`src/rtl/ring_dma_pkg.sv`:
```
package ring_dma_pkg;

  typedef enum logic [1:0] {
    ST_IDLE  = 2'd0,
    ST_FETCH = 2'd1,
    ST_XFER  = 2'd2
  } engState_t;

  // descriptor word order in memory
  localparam logic [1:0] FLD_HOST  = 2'd0;
  localparam logic [1:0] FLD_LOCAL = 2'd1;
  localparam logic [1:0] FLD_SIZE  = 2'd2;
  localparam logic [1:0] FLD_NEXT  = 2'd3;

  localparam int NEXT_IRQ_BIT = 1;
  localparam int DESC_ALIGN_W = 4;

  // control write bits
  localparam int CTL_ENABLE    = 0;
  localparam int CTL_START     = 1;
  localparam int CTL_ABORT     = 2;
  localparam int CTL_CLR_DONE  = 3;
  localparam int CTL_CLR_ALIGN = 4;

  localparam logic [1:0] REG_PTR  = 2'd0;
  localparam logic [1:0] REG_CSR  = 2'd1;
  localparam logic [1:0] REG_ADDR = 2'd2;

  typedef struct packed {
    logic       loadBase;
    logic       latchField;
    logic [1:0] fieldIdx;
    logic       moveWord;
    logic       descDone;
    logic       flagFromBus;
    logic       flagAlignErr;
  } engStrobe_t;

endpackage

```
`src/rtl/ring_dma_ctrl.sv`:
```
module ring_dma_ctrl
  import ring_dma_pkg::*;
(
  input  logic       clk,
  input  logic       rstN,
  input  logic       startReq,
  input  logic       stopReq,
  input  logic       ptrAligned,
  input  logic       memRdValid,
  input  logic       fifoReady,
  input  logic       sizeZero,
  input  logic       lastWord,
  output engStrobe_t strobe,
  output logic       memRdReq,
  output logic       fifoRdEn,
  output logic       busy,
  output logic [1:0] fieldIdx
);

  engState_t  state, stateNext;
  logic [1:0] idx, idxNext;

  always_comb begin
    strobe    = '0;
    fifoRdEn  = 1'b0;
    stateNext = state;
    idxNext   = idx;
    if (stopReq) begin
      stateNext = ST_IDLE;
      idxNext   = 2'd0;
    end else begin
      unique case (state)
        ST_IDLE: begin
          if (startReq) begin
            if (ptrAligned) begin
              strobe.loadBase = 1'b1;
              stateNext       = ST_FETCH;
              idxNext         = 2'd0;
            end else begin
              strobe.flagAlignErr = 1'b1;
            end
          end
        end
        ST_FETCH: begin
          if (memRdValid) begin
            strobe.latchField = 1'b1;
            strobe.fieldIdx   = idx;
            if (idx == FLD_NEXT) begin
              idxNext = 2'd0;
              if (sizeZero) begin
                strobe.descDone    = 1'b1;
                strobe.flagFromBus = 1'b1;
              end else begin
                stateNext = ST_XFER;
              end
            end else begin
              idxNext = 2'(idx + 2'd1);
            end
          end
        end
        ST_XFER: begin
          if (fifoReady) begin
            strobe.moveWord = 1'b1;
            fifoRdEn        = 1'b1;
            if (lastWord) begin
              strobe.descDone = 1'b1;
              stateNext       = ST_FETCH;
            end
          end
        end
        default: stateNext = ST_IDLE;
      endcase
    end
  end

  always_ff @(posedge clk or negedge rstN) begin
    if (!rstN) begin
      state <= ST_IDLE;
      idx   <= 2'd0;
    end else begin
      state <= stateNext;
      idx   <= idxNext;
    end
  end

  assign memRdReq = (state == ST_FETCH);
  assign busy     = (state != ST_IDLE);
  assign fieldIdx = idx;

  // data phase is entered only right after the last descriptor word arrived
  assert_enter_xfer_R2: assert property (@(posedge clk) disable iff (!rstN)
    (state == ST_XFER && $past(state) != ST_XFER)
      |-> $past(strobe.latchField && strobe.fieldIdx == FLD_NEXT));

  assert_align_idle_R10: assert property (@(posedge clk) disable iff (!rstN)
    strobe.flagAlignErr |=> (state == ST_IDLE && !memRdReq));

  assert_stop_quiet_R11: assert property (@(posedge clk) disable iff (!rstN)
    stopReq |=> (!memRdReq && !fifoRdEn));

endmodule

```
`src/rtl/ring_dma_path.sv`:
```
module ring_dma_path
  import ring_dma_pkg::*;
#(
  parameter int ADDR_W    = 32,
  parameter int DATA_W    = 32,
  parameter int MAX_BYTES = 65536
) (
  input  logic              clk,
  input  logic              rstN,
  input  logic [1:0]        regAddr,
  input  logic              regWrEn,
  input  logic [ADDR_W-1:0] regWrData,
  output logic [ADDR_W-1:0] regRdData,
  input  logic [ADDR_W-1:0] memRdData,
  input  logic [DATA_W-1:0] fifoData,
  input  engStrobe_t        strobe,
  input  logic              busy,
  input  logic [1:0]        fieldIdx,
  output logic              startReq,
  output logic              stopReq,
  output logic              ptrAligned,
  output logic              sizeZero,
  output logic              lastWord,
  output logic [ADDR_W-1:0] memRdAddr,
  output logic [ADDR_W-1:0] fifoAddr,
  output logic              hostWrEn,
  output logic [ADDR_W-1:0] hostWrAddr,
  output logic [DATA_W-1:0] hostWrData,
  output logic              irq
);

  localparam int MAX_WORDS = MAX_BYTES / 4;
  localparam int WORD_W    = $clog2(MAX_WORDS + 1);

  logic [ADDR_W-1:0] descPtr, fetchBase, curAddr, localAddr;
  logic [WORD_W-1:0] wordsLeft, sizeWords;
  logic              nextIrq, enableBit, doneIrq, alignErr;
  logic              ctrlWr, descIrq;

  assign ctrlWr   = regWrEn && (regAddr == REG_CSR);
  assign startReq = ctrlWr && regWrData[CTL_ENABLE] && regWrData[CTL_START]
                    && !regWrData[CTL_ABORT];
  assign stopReq  = ctrlWr && (regWrData[CTL_ABORT] || !regWrData[CTL_ENABLE]);

  assign ptrAligned = (descPtr[DESC_ALIGN_W-1:0] == '0);
  assign sizeZero   = (wordsLeft == '0);
  assign lastWord   = (wordsLeft == WORD_W'(1));

  assign sizeWords = (memRdData > ADDR_W'(MAX_BYTES)) ? WORD_W'(MAX_WORDS)
                                                      : memRdData[WORD_W+1:2];

  assign descIrq   = strobe.flagFromBus ? memRdData[NEXT_IRQ_BIT] : nextIrq;
  assign memRdAddr = fetchBase + ADDR_W'({fieldIdx, 2'b00});

  always_ff @(posedge clk or negedge rstN) begin
    if (!rstN) begin
      descPtr   <= '0;
      fetchBase <= '0;
      curAddr   <= '0;
      localAddr <= '0;
      wordsLeft <= '0;
      nextIrq   <= 1'b0;
      enableBit <= 1'b0;
      doneIrq   <= 1'b0;
      alignErr  <= 1'b0;
    end else begin
      if (regWrEn && regAddr == REG_PTR) descPtr <= regWrData;
      if (ctrlWr) enableBit <= regWrData[CTL_ENABLE] & ~regWrData[CTL_ABORT];
      if (strobe.loadBase) fetchBase <= descPtr;
      if (strobe.latchField) begin
        unique case (strobe.fieldIdx)
          FLD_HOST:  curAddr   <= memRdData;
          FLD_LOCAL: localAddr <= memRdData;
          FLD_SIZE:  wordsLeft <= sizeWords;
          default: begin
            fetchBase <= {memRdData[ADDR_W-1:DESC_ALIGN_W], {DESC_ALIGN_W{1'b0}}};
            nextIrq   <= memRdData[NEXT_IRQ_BIT];
          end
        endcase
      end
      if (strobe.moveWord) begin
        curAddr   <= curAddr + ADDR_W'(4);
        wordsLeft <= wordsLeft - WORD_W'(1);
      end
      if (strobe.descDone && descIrq) doneIrq <= 1'b1;
      else if (ctrlWr && regWrData[CTL_CLR_DONE]) doneIrq <= 1'b0;
      if (strobe.flagAlignErr) alignErr <= 1'b1;
      else if (ctrlWr && regWrData[CTL_CLR_ALIGN]) alignErr <= 1'b0;
    end
  end

  always_comb begin
    unique case (regAddr)
      REG_PTR:  regRdData = descPtr;
      REG_CSR:  regRdData = ADDR_W'({alignErr, doneIrq, busy, enableBit});
      REG_ADDR: regRdData = curAddr;
      default:  regRdData = '0;
    endcase
  end

  assign fifoAddr   = localAddr;
  assign hostWrEn   = strobe.moveWord;
  assign hostWrAddr = curAddr;
  assign hostWrData = fifoData;
  assign irq        = doneIrq;

  assert_local_hold_R4: assert property (@(posedge clk) disable iff (!rstN)
    (hostWrEn && $past(hostWrEn)) |-> $stable(fifoAddr));

  assert_addr_step_R5: assert property (@(posedge clk) disable iff (!rstN)
    (hostWrEn && $past(hostWrEn)) |-> (hostWrAddr == $past(hostWrAddr) + ADDR_W'(4)));

  assert_irq_sticky_R8: assert property (@(posedge clk) disable iff (!rstN)
    (irq && !(ctrlWr && regWrData[CTL_CLR_DONE])) |=> irq);

  assert_irq_cause_R9: assert property (@(posedge clk) disable iff (!rstN)
    (!irq && !strobe.descDone) |=> !irq);

endmodule

```
`src/rtl/ring_dma.sv`:
```
module ring_dma
  import ring_dma_pkg::*;
#(
  parameter int ADDR_W    = 32,
  parameter int DATA_W    = 32,
  parameter int MAX_BYTES = 65536
) (
  input  logic              clk,
  input  logic              rstN,
  input  logic [1:0]        regAddr,
  input  logic              regWrEn,
  input  logic [ADDR_W-1:0] regWrData,
  output logic [ADDR_W-1:0] regRdData,
  output logic              memRdReq,
  output logic [ADDR_W-1:0] memRdAddr,
  input  logic              memRdValid,
  input  logic [ADDR_W-1:0] memRdData,
  input  logic              fifoReady,
  output logic              fifoRdEn,
  output logic [ADDR_W-1:0] fifoAddr,
  input  logic [DATA_W-1:0] fifoData,
  output logic              hostWrEn,
  output logic [ADDR_W-1:0] hostWrAddr,
  output logic [DATA_W-1:0] hostWrData,
  output logic              irq
);

  engStrobe_t strobe;
  logic       startReq, stopReq, ptrAligned, sizeZero, lastWord, busy;
  logic [1:0] fieldIdx;

  ring_dma_ctrl uCtrl (
    .clk        (clk),
    .rstN       (rstN),
    .startReq   (startReq),
    .stopReq    (stopReq),
    .ptrAligned (ptrAligned),
    .memRdValid (memRdValid),
    .fifoReady  (fifoReady),
    .sizeZero   (sizeZero),
    .lastWord   (lastWord),
    .strobe     (strobe),
    .memRdReq   (memRdReq),
    .fifoRdEn   (fifoRdEn),
    .busy       (busy),
    .fieldIdx   (fieldIdx)
  );

  ring_dma_path #(
    .ADDR_W    (ADDR_W),
    .DATA_W    (DATA_W),
    .MAX_BYTES (MAX_BYTES)
  ) uPath (
    .clk        (clk),
    .rstN       (rstN),
    .regAddr    (regAddr),
    .regWrEn    (regWrEn),
    .regWrData  (regWrData),
    .regRdData  (regRdData),
    .memRdData  (memRdData),
    .fifoData   (fifoData),
    .strobe     (strobe),
    .busy       (busy),
    .fieldIdx   (fieldIdx),
    .startReq   (startReq),
    .stopReq    (stopReq),
    .ptrAligned (ptrAligned),
    .sizeZero   (sizeZero),
    .lastWord   (lastWord),
    .memRdAddr  (memRdAddr),
    .fifoAddr   (fifoAddr),
    .hostWrEn   (hostWrEn),
    .hostWrAddr (hostWrAddr),
    .hostWrData (hostWrData),
    .irq        (irq)
  );

  // the ctrl grants the FIFO read and the path issues the host write
  assert_demand_R3: assert property (@(posedge clk) disable iff (!rstN)
    hostWrEn |-> (fifoReady && fifoRdEn));

endmodule

```
`config.mk`:
```
export PLATFORM = sky130hd
export DESIGN_NAME = ring_dma
export DESIGN_NICKNAME = d
export VERILOG_FILES = /design/src/rtl/ring_dma_pkg.sv /design/src/rtl/ring_dma_ctrl.sv /design/src/rtl/ring_dma_path.sv /design/src/rtl/ring_dma.sv
export SDC_FILE = /design/constraint.sdc
export NUM_CORES = 1
export LEC_CHECK = 0
export BUFFER_PORTS_ARGS = -buffer_cell sky130_fd_sc_hd__clkbuf_2
export CAP_MARGIN = 25
export CORE_ASPECT_RATIO = 0.7
export CORE_MARGIN = 1
export CORE_UTILIZATION = 30
export CTS_CLUSTER_DIAMETER = 30
export DETAILED_ROUTE_END_ITERATION = 10
export PLACE_DENSITY = 0.54
export SETUP_SLACK_MARGIN = 0.15
export SKIP_CTS_REPAIR_TIMING = 1
export SLEW_MARGIN = 20
export SYNTH_ARGS = -nofsm -noshare
export SYNTH_HDL_FRONTEND = slang
export SYNTH_SLANG_ARGS = --single-unit
```
`constraint.sdc`:
```
create_clock -name clk -period 2.6 [get_ports clk]
set_clock_uncertainty 0.2 [all_clocks]
set_input_delay 0.13 -clock clk [delete_from_list [all_inputs] [get_ports clk]]
set_output_delay 0.13 -clock clk [all_outputs]
set_load 0.05 [all_outputs]
```
# After elaboration in Yosys (flattened, before gate mapping)
# Cells that the tools add are included.
# Widths: inputs -> output; s select.
# word_totals
out_inout_bits,164
register_bits,151
in_bits,103
# classes
add_sub_neg,4
eq_ne,15
mux,51
order_cmp,1
n_reduce_logical,31
bitwise_logic,3
# op_table
cell,count
$mux 32,6
$pmux 32 s3,1
$mux 15,4
$mux 2,17
$add 32x3->32 const B,1
$add 32x4->32,1
$gt 32x17->1 const B,1
$mux 1,17
$eq 15x1->1 const B,1
$logic_not 15->1,1
$ne 3x3->1 const B,5
$sub 15x1->15 const B,1
$reduce_bool 2->1,6
$logic_and 1x1->1,9
$eq 2x2->1 const B,4
$mux 8,1
$reduce_and 2->1,4
$reduce_and 7->1,1
$eq 2x1->1 const B,3
$logic_not 2->1,3
$mux 3,2
$ne 3x1->1 const B,2
$pmux 2 s3,1
$logic_not 4->1,1
other kinds (10),12

# Logic depth before layout (Yosys ltp)
# depth
depth_word,12
depth_mapped,10
depth_no_buf,8

# Cells and area by module
# From an unflattened synthesis, not the netlist that was laid out.
# unflattened
hier_cells,874
hier_area_um2,8702.1
# by_module_without_submodules
mod,seq_area_each_um2,area_each_um2,cells_per_inst,n_inst
ring_dma_path,3678.5,8319.2,830,1
ring_dma_ctrl,100.1,382.9,44,1

# Least setup slack after synthesis
# Ideal clock, no wire load.
# synth_timing
path_type,flip-flop to output port
start,"reg uCtrl.idx[1], in the netlist uCtrl.fieldIdx[1]"
end,out memRdAddr[20]
arrival_time_ns,2.817
setup_slack_ns,-0.547
path_stages_with_launch,9
required_time_ns,2.270
path_buffers,1
cell_sequence,dfrtp_1 -> clkbuf_1 -> inv_1 -> fa_1 -> nor2b_1 -> nand4_1 -> or2_2 -> nand2b_1 -> xnor2_1
# synth_between
elab_chain_len,1
# synth_lines
item,line_no,rtl
start: declaration,ring_dma_ctrl.sv:21,"logic [1:0] idx, idxNext;"
start signal: assignment,ring_dma_ctrl.sv:82,idx <= idxNext;
$add 32x4->32,ring_dma_path.sv:53,"assign memRdAddr = fetchBase + ADDR_W'({fieldIdx, 2'b00});"
end: declaration,ring_dma.sv:15,"output logic [ADDR_W-1:0] memRdAddr,"
# No other way between the ends.

# Worst setup path in the final report
# layout_timing
start,"reg uCtrl.idx[0], in the netlist uCtrl.fieldIdx[0]"
end,out memRdAddr[20]
# The elaborated chain is that of the path after synthesis.

==> results by group <==
Outcome
  • Status: finished, violations left
  • Violations in the final reports: negative setup slack

Detailed routing
  • Met1 WL: 15,100 um
  • Top routing layer used: met4
  • Post-DRT Antenna Nets: 0
  • WL final: 30,700 um
  • Initial DRT Pass Iterations: 5
  • Via density: 5.15
  • Avg WL per Cell: 20.3 um
  • Met3 WL: 2360 um
  • Via Count: 7,791
  • Met2 routed WL: 12,700 um
  • # DRC: 0
  • 1st-iter DRT viols: roughly 700

Power and ir drop
  • Leak: 5.43 nW
  • Pwr Density: 1090 mW/mm^2
  • VDD IR max: 0.000650 V
  • Power Total: 13.1 mW

Clock network
  • Clock Sinks: ~150
  • Skew-Pair Late Insertion Delay: around 0.43 ns
  • Clk root buf: clkbuf_16
  • Clock Path Buffers: 2
  • TritonCTS clock tree: built
  • CTS Buf Count: 17
  • Clock slew at reported path FFs: about 0.07 ns
  • H-tree levels: 4

Place
  • Placed insts: roughly 1,400
  • GPL Wtd Cong: 0.927
  • DPL Wire Length: ~23,000 um
  • DP Area: about 0.011 mm^2
  • Port bufs: between 200 and 250
  • Place WS: 0.0244 ns

Global route
  • Global route overflow: 0
  • Pin count of the biggest net entering global routing: 62
  • Antenna violations before repair: 1
  • Gr usage total: 0.204
  • First-pass GRT wire length: 44,000 um
  • Number of global-route vias before repair: a little under 7,000

Run
  • Total of max-cap violations: 0

STA
  • Slew headroom: 0.435
  • PnR worst setup slack: -0.269 ns
  • Final hold slack: between 0.0006 and 0.0007 ns
  • Max Fclk: 349 MHz
  • RSZ-0062 raised after global routing: true
  • Worst Tran Pin Value: 0.845 ns
  • Final setup TNS: -3.73 ns
  • Period minus WS final: 2.87 ns
  • Slew Limit Fails: 0
  • Final Setup Violations: 21
  • Final Hold Viols: 0
  • Final period utilization: 1.10

Layout
  • Fin nets: 1,242
  • Share of cells above drive strength 1: 0.378
  • ANT cells: 0
  • Final non-filler cell area: 0.0120 mm^2
  • Commonest cells after routing, fill and taps aside: clkbuf_2, dfrtp_1, nor2_1
  • Commonest non-fill, non-tap cell in the layout: clkbuf_2
  • Post-Layout Cell Count: 1,512
  • Finished Core Util: 0.433
  • Area added between synthesis and finish: 41.7%

Worst setup path
  • Critical path type: register to output port
  • Worst-path fanout max: 4
  • Worst EP required: around 2.3 ns
  • Critical path capture point type: output port
  • Crit path launch type: register
  • Crit path DAT: 2.54 ns

Synthesis
  • Post-synth cell types: 66
  • Mapped Nets: slightly below 1,000
  • Syn. warnings: 0
  • Synth Register Bits: 151
  • Ys async rst share: 1.00
  • Syn Area/Cell: 9.88 um^2
  • Synthesized area: around 0.0085 mm^2
  • Number of flops mapped to enable cells by yosys: 0
  • Gate Count Post-Synth: 861
  • Primary FF master, synth: dfrtp_1
  • Sequential share of the synthesized area: 0.444

Floorplan
  • Die Ht: 143 um
  • Die area: between 0.02 and 0.03 mm^2
  • Ports: 267
  • Die W: roughly 200 um
  • Core Area: 0.0278 mm^2
  • Standard-cell rows: 51
  • Initial cell density of the core: 0.306

Min path
  • Hold Path Class: primary input to register
## critical path, cell delays in order (launching register included)
cell and delay, ns:
dfrtp_1 0.37, ha_2 0.19, inv_2 0.04, fa_2 0.35
nor2b_2 0.13, nand4_1 0.21, or2_4 0.33, nand2b_4 0.17
xnor2_4 0.16, buf_12 0.15
## cell type report
cell class                 instances  area (um^2)
fill                            2751        15800
tap                              371          464
inverter                          22         82.6
sequential                       151         3790
clock buffer                      17          425
clock inverter                    15          190
multi-input combinational        612         4640
timing repair buffer             324         2450
## power breakdown
| group | leakage [nW] | switching (mW) | internal, mW |
|---|---|---|---|
| combinational | 3.25 | 4.32 | 2.09 |
| clock | 0.286 | 1.11 | 1.53 |
| sequential | 1.89 | 0.923 | 3.14 |
| total | 5.43 | 6.35 | 6.76 |
## flip-flops by register name, summed over array words and instances (netlist names)
register	cells
uPath.descPtr	32
uPath.fetchBase	32
uPath.fifoAddr	32
uPath.hostWrAddr	32
uPath.wordsLeft	15
uCtrl.fieldIdx	2
uCtrl.state	2
uPath.alignErr	1
uPath.enableBit	1
uPath.irq	1
uPath.nextIrq	1
## path summary, 6_finish.rpt
kind,startpoint,endpoint,slack (ns),cells past startpoint
max,uCtrl.fieldIdx[0],memRdAddr[20],-0.27,9
min,regAddr[0],uPath.enableBit,0.0007,4
max reg2reg,uCtrl.state[0],uPath.hostWrAddr[31],0.24,7
min reg2reg,uPath.enableBit,uPath.enableBit,0.31,2
max in group asynchronous,rstN,uPath.fifoAddr[3],1.46,3
min in group asynchronous,rstN,uPath.fifoAddr[22],0.02,2
## cells in the mapped netlist, drive strengths merged (2+ instances only)
| master | n | area, um^2 |
|---|---|---|
| nor2 | 87 | 327 |
| a21oi | 54 | 274 |
| a31oi | 3 | 18.8 |
| or3 | 3 | 18.8 |
| buf | 53 | 355 |
| nor4 | 12 | 81.3 |
| o31a | 2 | 17.5 |
| or4 | 9 | 76.3 |
| and3b | 5 | 43.8 |
| nand2b | 5 | 31.3 |
| o211ai | 26 | 195 |
| nor3 | 8 | 40.0 |
| or2 | 3 | 18.8 |
| nor2b | 7 | 43.8 |
| nand2 | 75 | 282 |
| o21ai | 17 | 88.8 |
| and4 | 7 | 63.8 |
| o22ai | 10 | 62.6 |
| mux2 | 65 | 732 |
| a221o | 2 | 20.0 |
| and2 | 3 | 18.8 |
| dfrtp | 151 | 3780 |
| xor2 | 9 | 78.8 |
| o311ai | 12 | 105 |
| nand3 | 44 | 233 |
| nor3b | 4 | 30.0 |
| mux2i | 61 | 611 |
| a311oi | 2 | 17.5 |
| and4bb | 2 | 25.0 |
| and3 | 8 | 50.1 |
| inv | 22 | 82.6 |
| nand4 | 14 | 87.6 |
| xnor2 | 19 | 166 |
| a211o | 2 | 17.5 |
| o32ai | 2 | 17.5 |
| a21o | 3 | 22.5 |
| clkbuf | 24 | 91.3 |
| ha | 10 | 125 |
## per-layer routing
metal / track usage / up-vias
met5: 0 / -
met1: 0.315 / 3804
met3: 0.0568 / 43
met4: 0.0562 / 0
li1: - / 3634
met2: 0.270 / 310
## cell families after synthesis
logic type,Yosys count,share of synthesized area
and+or+nand+nor,299,0.176
DFF,151,0.444
AOI/OAI and AO/OA,147,0.113
muxes,126,0.158
buffers and inverters,99,0.0622
xor gates and xnor gates,28,0.0288
adders and majority gates,11,0.0171
Power figures use the tool's default switching activity.
